`src/rtl/regbus_pkg.sv`:
```
package regbus_pkg;
    localparam int WORD_W = 32;
    typedef enum logic [1:0] {
        SZ_BYTE  = 2'd0,
        SZ_HALF  = 2'd1,
        SZ_WORD  = 2'd2,
        SZ_DWORD = 2'd3
    } acc_size_e;
endpackage

```
`src/rtl/regbus_decode.sv`:
```
module regbus_decode #(
    parameter int ADDR_W = 32,
    parameter int NUM_REGS = 16,
    parameter int WIN_WORDS = 32,
    parameter logic [ADDR_W-1:0] BASE_ADDR = 32'h0460_0000
) (
    input  logic [ADDR_W-1:2]              word_addr,
    output logic                           in_window,
    output logic                           implemented,
    output logic [$clog2(NUM_REGS)-1:0]    reg_idx
);
    localparam int WIN_IDX_W = $clog2(WIN_WORDS);
    localparam int WIN_LSB   = WIN_IDX_W + 2;
    localparam int REG_IDX_W = $clog2(NUM_REGS);

    logic [WIN_IDX_W-1:0] slot;

    always_comb begin
        slot        = word_addr[WIN_LSB-1:2];
        in_window   = (word_addr[ADDR_W-1:WIN_LSB] == BASE_ADDR[ADDR_W-1:WIN_LSB]);
        implemented = (int'(slot) < NUM_REGS);
        reg_idx     = slot[REG_IDX_W-1:0];
    end
endmodule

```
`src/rtl/regbus_beat.sv`:
```
module regbus_beat (
    input  logic clk,
    input  logic rst_n,
    input  logic fire,
    input  logic is_dword,
    output logic second_beat
);
    typedef struct packed {
        logic second;
    } beat_state_t;

    beat_state_t st_d, st_q;

    always_comb begin
        st_d = st_q;
        if (fire) begin
            if (is_dword) st_d.second = !st_q.second;
            else          st_d.second = 1'b0;
        end
    end

    always_ff @(posedge clk or negedge rst_n) begin
        if (!rst_n) st_q <= '0;
        else        st_q <= st_d;
    end

    assign second_beat = st_q.second;

    // a first doubleword beat arms the second beat
    p_dword_pairs_r5: assert property (@(posedge clk) disable iff (!rst_n)
        (fire && is_dword && !second_beat) |=> second_beat);
    // the second beat returns the tracker to first-beat state
    p_pair_closes_r6: assert property (@(posedge clk) disable iff (!rst_n)
        (fire && second_beat) |=> !second_beat);
endmodule

```
`src/rtl/regbus_regfile.sv`:
```
module regbus_regfile
    import regbus_pkg::*;
#(
    parameter int NUM_REGS = 16
) (
    input  logic                             clk,
    input  logic                             rst_n,
    input  logic                             wr_en,
    input  logic [$clog2(NUM_REGS)-1:0]      wr_idx,
    input  logic [WORD_W-1:0]                wr_data,
    input  logic [$clog2(NUM_REGS)-1:0]      rd_idx,
    output logic [WORD_W-1:0]                rd_word,
    output logic [NUM_REGS*WORD_W-1:0]       regs_flat
);
    typedef struct packed {
        logic [NUM_REGS-1:0][WORD_W-1:0] regs;
    } rf_state_t;

    rf_state_t rf_d, rf_q;

    always_comb begin
        rf_d = rf_q;
        if (wr_en) rf_d.regs[wr_idx] = wr_data;
    end

    always_ff @(posedge clk or negedge rst_n) begin
        if (!rst_n) rf_q <= '0;
        else        rf_q <= rf_d;
    end

    always_comb begin
        rd_word   = rf_q.regs[rd_idx];
        regs_flat = rf_q.regs;
    end

    // an accepted write lands verbatim one edge later
    p_write_verbatim_r4: assert property (@(posedge clk) disable iff (!rst_n)
        wr_en |=> (rf_q.regs[$past(wr_idx)] == $past(wr_data)));
    // no write strobe means no register moves
    p_hold_without_write_r7: assert property (@(posedge clk) disable iff (!rst_n)
        !wr_en |=> $stable(rf_q.regs));
endmodule

```
`src/rtl/regbus_target.sv`:
```
module regbus_target
    import regbus_pkg::*;
#(
    parameter int ADDR_W = 32,
    parameter int NUM_REGS = 16,
    parameter int WIN_WORDS = 32,
    parameter logic [ADDR_W-1:0] BASE_ADDR = 32'h0460_0000
) (
    input  logic                         clk,
    input  logic                         rst_n,
    input  logic                         req_valid,
    input  logic [ADDR_W-1:0]            req_addr,
    input  logic [1:0]                   req_size,
    input  logic                         req_write,
    input  logic [31:0]                  req_wdata,
    output logic                         resp_ready,
    output logic [31:0]                  resp_rdata,
    output logic [NUM_REGS*32-1:0]       reg_view
);
    localparam int REG_IDX_W = $clog2(NUM_REGS);

    logic                 in_window, implemented, second_beat, fire, is_dword, wr_en;
    logic [REG_IDX_W-1:0] reg_idx;
    logic [WORD_W-1:0]    rd_word;
    wire                  unused_lane_bits = ^req_addr[1:0];

    regbus_decode #(
        .ADDR_W(ADDR_W), .NUM_REGS(NUM_REGS),
        .WIN_WORDS(WIN_WORDS), .BASE_ADDR(BASE_ADDR)
    ) u_decode (
        .word_addr  (req_addr[ADDR_W-1:2]),
        .in_window  (in_window),
        .implemented(implemented),
        .reg_idx    (reg_idx)
    );

    always_comb begin
        is_dword   = (acc_size_e'(req_size) == SZ_DWORD);
        resp_ready = req_valid && in_window;
        fire       = resp_ready;
        wr_en      = fire && req_write && implemented && !second_beat;
        resp_rdata = (fire && implemented && !req_write) ? rd_word : '0;
    end

    regbus_beat u_beat (
        .clk        (clk),
        .rst_n      (rst_n),
        .fire       (fire),
        .is_dword   (is_dword),
        .second_beat(second_beat)
    );

    regbus_regfile #(.NUM_REGS(NUM_REGS)) u_regfile (
        .clk      (clk),
        .rst_n    (rst_n),
        .wr_en    (wr_en),
        .wr_idx   (reg_idx),
        .wr_data  (req_wdata),
        .rd_idx   (reg_idx),
        .rd_word  (rd_word),
        .regs_flat(reg_view)
    );

    // requests outside the window are never claimed
    p_no_claim_outside_r2: assert property (@(posedge clk) disable iff (!rst_n)
        (req_valid && !in_window) |-> !resp_ready);
    // in-window requests are accepted without a wait cycle
    p_same_cycle_ready_r1: assert property (@(posedge clk) disable iff (!rst_n)
        (req_valid && in_window) |-> resp_ready);
    // the second doubleword write beat changes nothing
    p_second_beat_dropped_r6: assert property (@(posedge clk) disable iff (!rst_n)
        (fire && req_write && second_beat) |=> $stable(reg_view));
    // unimplemented slots read zero
    p_unimpl_zero_r7: assert property (@(posedge clk) disable iff (!rst_n)
        (fire && !implemented) |-> (resp_rdata == '0));
endmodule

```
`config.mk`:
```
export PLATFORM = sky130hd
export DESIGN_NAME = regbus_target
export DESIGN_NICKNAME = d
export VERILOG_FILES = /design/src/rtl/regbus_pkg.sv /design/src/rtl/regbus_decode.sv /design/src/rtl/regbus_beat.sv /design/src/rtl/regbus_regfile.sv /design/src/rtl/regbus_target.sv
export SDC_FILE = /design/constraint.sdc
export NUM_CORES = 1
export LEC_CHECK = 0
export ABC_CLOCK_PERIOD_IN_PS = 4700
export CORE_MARGIN = 2
export CORE_UTILIZATION = 40
export DETAILED_ROUTE_END_ITERATION = 7
export HOLD_SLACK_MARGIN = 0.03
export PLACE_DENSITY_LB_ADDON = 0.2
export SYNTH_ARGS = -nofsm -noshare
export SYNTH_HDL_FRONTEND = slang
export SYNTH_SLANG_ARGS = --single-unit
```
`constraint.sdc`:
```
create_clock -name clk -period 4.7 [get_ports clk]
set_input_delay 0.705 -clock clk [delete_from_list [all_inputs] [get_ports clk]]
set_output_delay 0.705 -clock clk [all_outputs]
set_load 0.02 [all_outputs]
```
Yosys cells after proc, flatten, opt, wreduce, memory -nomap -nowiden
Index checks and enable logic that the tools add are counted.
Widths: inputs -> output; s select.
{"block": "totals", "elab_cells": 38, "input_bits": 70, "ff_bits": 513, "output_inout_bits": 545}
{"block": "classes", "n_mux": 7, "n_lt_le_gt_ge": 3, "eq_ne": 2, "reduce_logical": 9}
{"op": "$bwmux 512", "n": 1}
{"op": "$bmux 32 s4", "n": 1}
{"op": "$demux 32 s4", "n": 1}
{"op": "$mux 32", "n": 3}
{"op": "$eq 25x20->1 const B", "n": 1}
{"op": "$logic_and 1x1->1", "n": 7}
{"op": "$lt 4x5->1 const B", "n": 1}
{"op": "$lt 5x5->1 const B", "n": 1}
{"op": "$ge 4x1->1 const B", "n": 1}
{"op": "$eq 2x2->1 const B", "n": 1}
{"op": "$logic_not 1->1", "n": 2}
{"op": "$mux 1", "n": 1}

Depth between registers and ports, before layout
Gate-level depths: netlist of run 1.
{"block": "logic_depth", "ltp_word": 5, "depth_mapped": 7, "ltp_nobuf": 4}

Cells and area by module
From an unflattened synthesis of run 1, not the netlist that was laid out.
{"block": "unflattened", "cells_unflattened": 1463, "area_unflattened_um2": 23209.8}
{"module": "regbus_regfile", "area_per_inst_um2": 22774.3, "cells_each": 1404, "instances": 1, "seq_area_each_um2": 12812.3}
{"module": "regbus_target", "area_per_inst_um2": 279.0, "cells_each": 40, "instances": 1, "seq_area_each_um2": 0.0}
{"module": "regbus_decode", "area_per_inst_um2": 111.4, "cells_each": 15, "instances": 1, "seq_area_each_um2": 0.0}
{"module": "regbus_beat", "area_per_inst_um2": 45.0, "cells_each": 4, "instances": 1, "seq_area_each_um2": 25.0}

Least setup slack after synthesis of run 1
Ideal clock, no wire load.
{"block": "synth_timing", "kind": "input -> output", "startpoint": "input req_addr[18]", "endpoint": "output resp_rdata[10]", "path_slack_ns": 1.268, "t_arrival_ns": 2.727, "path_stages": 7, "t_required_ns": 3.995, "path_buffers": 3, "path_cell_list": "nor4_1 nand4b_2 buf_6 or4_1 clkbuf_1 buf_2 a21oi_1"}
{"block": "synth_between", "elab_chain_len": 5}
{"item": "from (decl)", "line_no": "regbus_target.sv:12", "text": "input logic [ADDR_W-1:0] req_addr,"}
{"item": "$eq 25x20->1", "line_no": "regbus_decode.sv:20", "text": "in_window = (word_addr[ADDR_W-1:WIN_LSB] == BASE_ADDR[ADDR_W-1:WIN_LSB]);"}
{"item": "$logic_and 1x1->1", "line_no": "regbus_target.sv:39", "text": "resp_ready = req_valid && in_window;"}
{"item": "$logic_and 1x1->1 (2 in series)", "line_no": "regbus_target.sv:42", "text": "resp_rdata = (fire && implemented && !req_write) ? rd_word : '0;"}
{"item": "$mux 32", "line_no": "regbus_target.sv:42"}
{"item": "to (decl)", "line_no": "regbus_target.sv:17", "text": "output logic [31:0] resp_rdata,"}
No other way between the ends.

Worst setup path after layout of run 1
{"block": "layout_timing", "startpoint": "input req_addr[17]", "endpoint": "output resp_rdata[13]"}
The elaborated chain is that of the path after synthesis.

==> run_results.csv, run 1 <==
group,metric,value,unit
floorplan,core_area,57600,um^2
worst_setup_path,slowest_stage,"or4_2",
placed_design,hpwl,59800,um
detailed_routing,drt_pass1_iterations,5,
yosys,yosysUniqueCellTypes,29,
final_layout,finalNetCount,2093,
global_routing,grt_pass1_wl,121000,um
sta,fin_crit,4350,ps
yosys,synth_nets,1493,
yosys,synth-seq-cells,513,
detailed_routing,route.met2.wl,41500,um
cts,cts_max_path_buffers,3,
status,status,"finished clean",
floorplan,num_io_pins,615,
cts,post_cts_resized,0,
global_routing,grt_usage,27.6,%
power,irDropWorstVdd,0.268,mV
yosys,syn-cell-area,23200,um^2
detailed_routing,drcViolationCount,0,
detailed_routing,routed_wl,84000,um
detailed_routing,wl_met3,5820,um
floorplan,num_rows,88,
placed_design,io_buffer_count,612,
cts,clk-insertion-delay-late,600,ps
sta,final_max_slew_viol_count,0,
power,p_leak,14.5,nW
detailed_routing,wl_per_cell,29.6,um
cts,cts_root_buf,"clkbuf_16",
cts,cts_buffers,55,
worst_setup_path,crit_buf_inv,3,
power,power_density,285,nW/um^2
floorplan,initial_core_util,40.3,%
placed_design,routabilityCongestion,0.897,
cts,cts_setup_buffers,0,
worst_setup_path,cp_cell_sequence,"clkdlybuf4s50_1 > nor4_1 > nand4b_2 > or4_2 > buf_4 > a21oi_1 > clkdlybuf4s50_1",
yosys,ys_dominant_reg_cell,"dfrtp_1",
detailed_routing,drt_iter0_drc,827,
yosys,synth_largest_area_cell,"dfrtp_1",
cts,holdBufCountCts,0,
yosys,ys_warn_count,0,
worst_setup_path,critPathMaxStageDelay,670,ps
global_routing,grt_pass1_vias,16500,
min_path,hold_class,"in -> async",
sta,finClkSkew,8.91,ps
yosys,async_flop_share,100,%
yosys,avgSynthCellArea,16.3,um^2
detailed_routing,maxUsedRoutingLayer,"met4",
worst_setup_path,critical_path.max_fanout,21,
worst_setup_path,critPathMostFrequentCell,"clkdlybuf4s50_1",
detailed_routing,wl_met1,33700,um
worst_setup_path,crit_family,"buffers and inverters",
worst_setup_path,cp.required,3990,ps
cts,cts_sinks,513,
detailed_routing,dr_total_vias,16000,
sta,setup_violations,0,
cts,path_clk_slew,60,ps
final_layout,multi_input_area,9850,um^2
worst_setup_path,critPathArrivalTime,3650,ps
floorplan,dieArea,60000,um^2
job,cap_violations,0,
final_layout,areaGrowthSynthToFinish,38.6,%
worst_setup_path,critical_path_class,"in -> out",
sta,relSlewSlack,36.6,%
sta,hold_viol,0,
floorplan,die_h,245,um
yosys,synthTopCellsByArea,"dfrtp_1 (55%), mux2_2 (22%), mux4_2 (12%)",
cts,htreeDepth,2,
yosys,syn-instance-count,1423,
sta,rsz0062_at_grt,"false",
cts,cts_tree,"built",
detailed_routing,vias_per_cell,5.64,
sta,timing.final.crit_share,92.6,%
power,power,9.16,mW
final_layout,final-seq-area,12800,um^2
worst_setup_path,start_kind,"input pin",
global_routing,grt_overflow,0,
sta,max_clock_freq,0.230,GHz
floorplan,die_x,245,um
global_routing,grt_max_degree,111,
final_layout,fill_cells,4721,
worst_setup_path,end_kind,"primary output",
yosys,synth-edff-count,0,
final_layout,layout-drive-gt1-share,36.8,%
yosys,yosysTopAreaCellShare,55.3,%
yosys,synth-seq-area-share,55.3,%
sta,tns,0,ps
sta,worstMarginPinSlew,951,ps
detailed_routing,drtAntennaViolNets,0,
global_routing,antenna_found_initial,4,
[report_power, final]
part | total (mW) | internal, mW | switching, mW | leakage, nW
clock | 4.33 | 2.54 | 1.79 | 0.883
sequential | 4.42 | 4.42 | 0.0000000644 | 7.17
combinational | 0.410 | 0.126 | 0.284 | 6.42
[routing by layer]
metal / vias to the layer above / track usage [%]
met3: 144 / 6.08
met5: - / 0
met2: 606 / 46.1
met4: 0 / 9.18
met1: 8622 / 35.8
li1: 6621 / -
[state kept, by name (all words and copies together), names as in the netlist]
register and cells:
u_beat.second_beat 1, u_regfile.regs_flat 512
[logic make-up after synthesis]
| kind of cell | count (synthesis) | share of synthesized area, % |
|---|---|---|
| mux | 641 | 37.3 |
| flops | 513 | 55.3 |
| buf+inv | 130 | 2.70 |
| compound gates | 96 | 2.76 |
| simple gates | 43 | 1.94 |
[final timing paths]
kind,from,endpoint,slack [ps],depth (start not counted)
worst max-delay path,req_addr[17],resp_rdata[13],350,7
max in group asynchronous,rst_n,u_regfile.regs_flat[501],3380,2
worst max register to register,u_beat.second_beat,u_regfile.regs_flat[474],2280,4
min in group clk,u_regfile.regs_flat[92],u_regfile.regs_flat[92],510,1
worst min-delay path,rst_n,u_regfile.regs_flat[3],210,1
worst min register to register,u_regfile.regs_flat[92],u_regfile.regs_flat[92],510,1
[layout make-up]
type	count	area share [%]
repair buffers	673	20.9
diodes	3	0.0233
clock inverters	12	0.358
clock buffers	88	5.23
well taps	765	2.98
flip-flops and latches	513	39.9
multi-input cells	780	30.6
[synthesized netlist by cell type, types with 2 or more instances]
library cell,instances
mux2_1,52
mux4_2,128
nor4_4,8
a22oi_1,64
buf_1,12
nor2b_1,2
nor2_1,4
mux2_2,461
nor4_1,4
nand2_1,4
a21oi_1,32
buf_2,33
dfrtp_1,513
nor4_2,8
clkbuf_1,60
buf_4,24
nor4b_1,2
[stage by stage]
step	std cells	util [%]	area [um^2]	worst slack, ps	hold WS, ps
3_5_place_dp	2731	52.7	30400	358	498
4_1_cts	2831	55.8	32200	332	224
5_1_grt	2833	55.9	32200	211	264
3_3_place_gp	2731	52.7	30400	420	490
6_report	2834	55.9	32200	346	207
2_1_floorplan	1423	-	23200	1270	409
[cells in the final DEF, fill, tap and decap left out]
cell type / n
clkdlybuf4s50_1: 609
dfrtp_1: 513
mux2_2: 461
mux4_2: 128
a22oi_1: 64
clkbuf_16: 57
mux2_1: 52
buf_4: 51
a21oi_1: 32
clkbuf_1: 17
nor4_4: 16
clkbuf_8: 14
buf_12: 10
clkinv_2: 8
nand2_1: 4
nor4_1: 4
diode_2: 3
nor2_1: 3
nor2b_4: 2
nor4b_1: 2
bufinv_16: 2
clkinvlp_4: 2
buf_8: 2
nor2_4: 1
and2_2: 1
nand4b_2: 1
nand3_2: 1
or4_2: 1
nand4b_1: 1
nand3b_1: 1
or3b_2: 1
or3_1: 1
nor3b_1: 1
or4bb_1: 1
nand2b_1: 1
buf_6: 1
(Power assumes the default switching activity.)
==> inputs of run 2 (changes only) <==
CORE_ASPECT_RATIO = 0.6   (was not set)
==> run 2 against run 1 <==
Design area fell by 0.38%. Largest power group unchanged. Clock-buffer cell count fell by 12. Combinational power rose by 4%. Maximum frequency fell by 0.21%. Routed wire length rose by 2.4%. Die area rose by 0.10%. Via count rose by 1.0%.
==> run_results.csv, run 2 (same netlist as run 1, synthesis figures left out) <==
group,metric,value,unit
status,status,"finished clean",
cts,cts_setup_buffers,0,
floorplan,core_area,57400,um^2
worst_setup_path,start_kind,"input pin",
placed_design,pre_cts_ws,316,ps
detailed_routing,vias_per_cell,5.73,
worst_setup_path,reg2reg_to,"u_regfile.regs_flat[425]",
detailed_routing,routed_wl,86000,um
floorplan,die_x,315,um
worst_setup_path,slowest_stage,"and2_1",
cts,htreeDepth,2,
sta,relSlewSlack,31.2,%
worst_setup_path,r2r-start,"u_beat.second_beat",
detailed_routing,drt_iter0_drc,1253,
job,cap_violations,0,
sta,final_max_slew_viol_count,0,
sta,setup_violations,0,
worst_setup_path,critPathArrivalTime,3660,ps
placed_design,io_buffer_count,612,
placed_design,hpwl,62500,um
sta,finClkSkew,15.6,ps
cts,post_cts_resized,0,
cts,cts_tree,"built",
worst_setup_path,end_kind,"primary output",
global_routing,grt_max_degree,111,
worst_setup_path,critPathMaxStageDelay,790,ps
sta,fin_crit,4360,ps
final_layout,final-seq-area,12800,um^2
global_routing,grt_pass1_vias,16100,
sta,worstMarginPinSlew,1030,ps
cts,cts_buffers,50,
final_layout,final_util,55.8,%
final_layout,fin_area,32000,um^2
detailed_routing,drcViolationCount,0,
final_layout,multi_input_area,9840,um^2
global_routing,grt_pass1_wl,122000,um
placed_design,routabilityCongestion,0.900,
sta,rsz0062_at_grt,"false",
sta,whs,137,ps
sta,hold_viol,0,
floorplan,num_rows,68,
min_path,hold_class,"in -> async",
detailed_routing,drtAntennaViolNets,0,
sta,fin_ws,337,ps
global_routing,grt_overflow,0,
detailed_routing,wl_per_cell,30.5,um
global_routing,grt_usage,28.2,%
worst_setup_path,critPathMostFrequentCell,"clkdlybuf4s50_1",
detailed_routing,dr_total_vias,16200,
final_layout,largest_register_ffs,512,
floorplan,num_io_pins,615,
worst_setup_path,reg2reg_depth,4,
global_routing,antenna_found_initial,2,
final_layout,instances_no_fill,2819,
final_layout,finalNetCount,2079,
worst_setup_path,cp.required,3990,ps
worst_setup_path,r2r_setup_slack,2220,ps
cts,cts_sinks,513,
final_layout,most-common-layout-cells,"clkdlybuf4s50_1 (606), dfrtp_1 (513), mux2_2 (461)",
final_layout,layout_commonest_cell,"clkdlybuf4s50_1",
final_layout,areaGrowthSynthToFinish,38.0,%
final_layout,fill_cells,4600,
floorplan,die_h,191,um
worst_setup_path,critPathLaunch,"req_addr[5]",
worst_setup_path,endpoint,"resp_rdata[4]",
sta,max_clock_freq,0.229,GHz
cts,holdBufCountCts,0,
cts,clk-insertion-delay-late,570,ps
power,power,9.11,mW
worst_setup_path,cp_cell_sequence,"clkdlybuf4s50_1 > and2_1 > a22oi_1 > a21oi_1 > clkdlybuf4s50_1",
placed_design,placed_cell_area,30300,um^2
worst_setup_path,critical_path.max_fanout,16,
power,irDropWorstVdd,0.209,mV
power,p_leak,14.4,nW
floorplan,dieArea,60000,um^2
sta,tns,0,ps
detailed_routing,drt_pass1_iterations,5,
final_layout,layout-drive-gt1-share,36.6,%
sta,timing.final.crit_share,92.8,%
cts,cts_root_buf,"clkbuf_16",
worst_setup_path,critical_path_class,"in -> out",
floorplan,initial_core_util,40.4,%
cts,cts_max_path_buffers,3,
placed_design,place_inst,2727,
cts,path_clk_slew,70,ps
power,power_density,284,nW/um^2
run 2: cell types whose count changed in the layout (fill, tap and decap cells not counted), moves of 2 or more:
cell and delta:
buf_4 -8, clkbuf_1 -7, clkbuf_16 -6, bufinv_16 +3, clkdlybuf4s50_1 -3, buf_12 +2
clkinv_2 -2, clkinvlp_4 -2
run 2: power breakdown:
part,total (mW),internal (mW),switching [mW]
registers,4.41,4.41,0.0000000627
logic,0.427,0.125,0.302
clock network,4.27,2.50,1.77
total,9.11,7.04,2.07
run 2: layer usage:
layer,GRT usage [%],routed length (um),up-vias
li1,-,-,6580
met1,43.0,39700,8815
met2,39.8,37100,626
met3,7.14,6660,135
met4,7.67,2540,0
met5,0,0,-
run 2: how the worst min path moves through the flow:
stage	start	endpoint	slack, ps	cells after the start
detailed placement	u_regfile.regs_flat[93]	u_regfile.regs_flat[93]	500	1
CTS	rst_n	u_regfile.regs_flat[107]	190	1
global placement	u_regfile.regs_flat[84]	u_regfile.regs_flat[84]	490	1
finish	rst_n	u_regfile.regs_flat[107]	140	1
global route	rst_n	u_regfile.regs_flat[107]	200	1
floorplan	rst_n	u_beat.second_beat	410	0
run 2: cell type report:
class / instances / share of cell area, %
clock inverter: 14 / 0.652
sequential: 513 / 40.1
multi-input combinational: 780 / 30.7
timing repair buffer: 664 / 20.8
antenna: 2 / 0.0156
tap: 770 / 3.01
clock buffer: 76 / 4.74
run 2: worst max-delay path, delay by kind of cell:
kind            cells  cell delay [ps]
simple gates        1              790
buf+inv             2             1350
compound gates      2              800
==> inputs of run 3 (changes only) <==
CAP_MARGIN = 10   (was not set)
==> results of run 3 <==
Same layout as run 2: the final DEF is identical, and so are final timing and power.
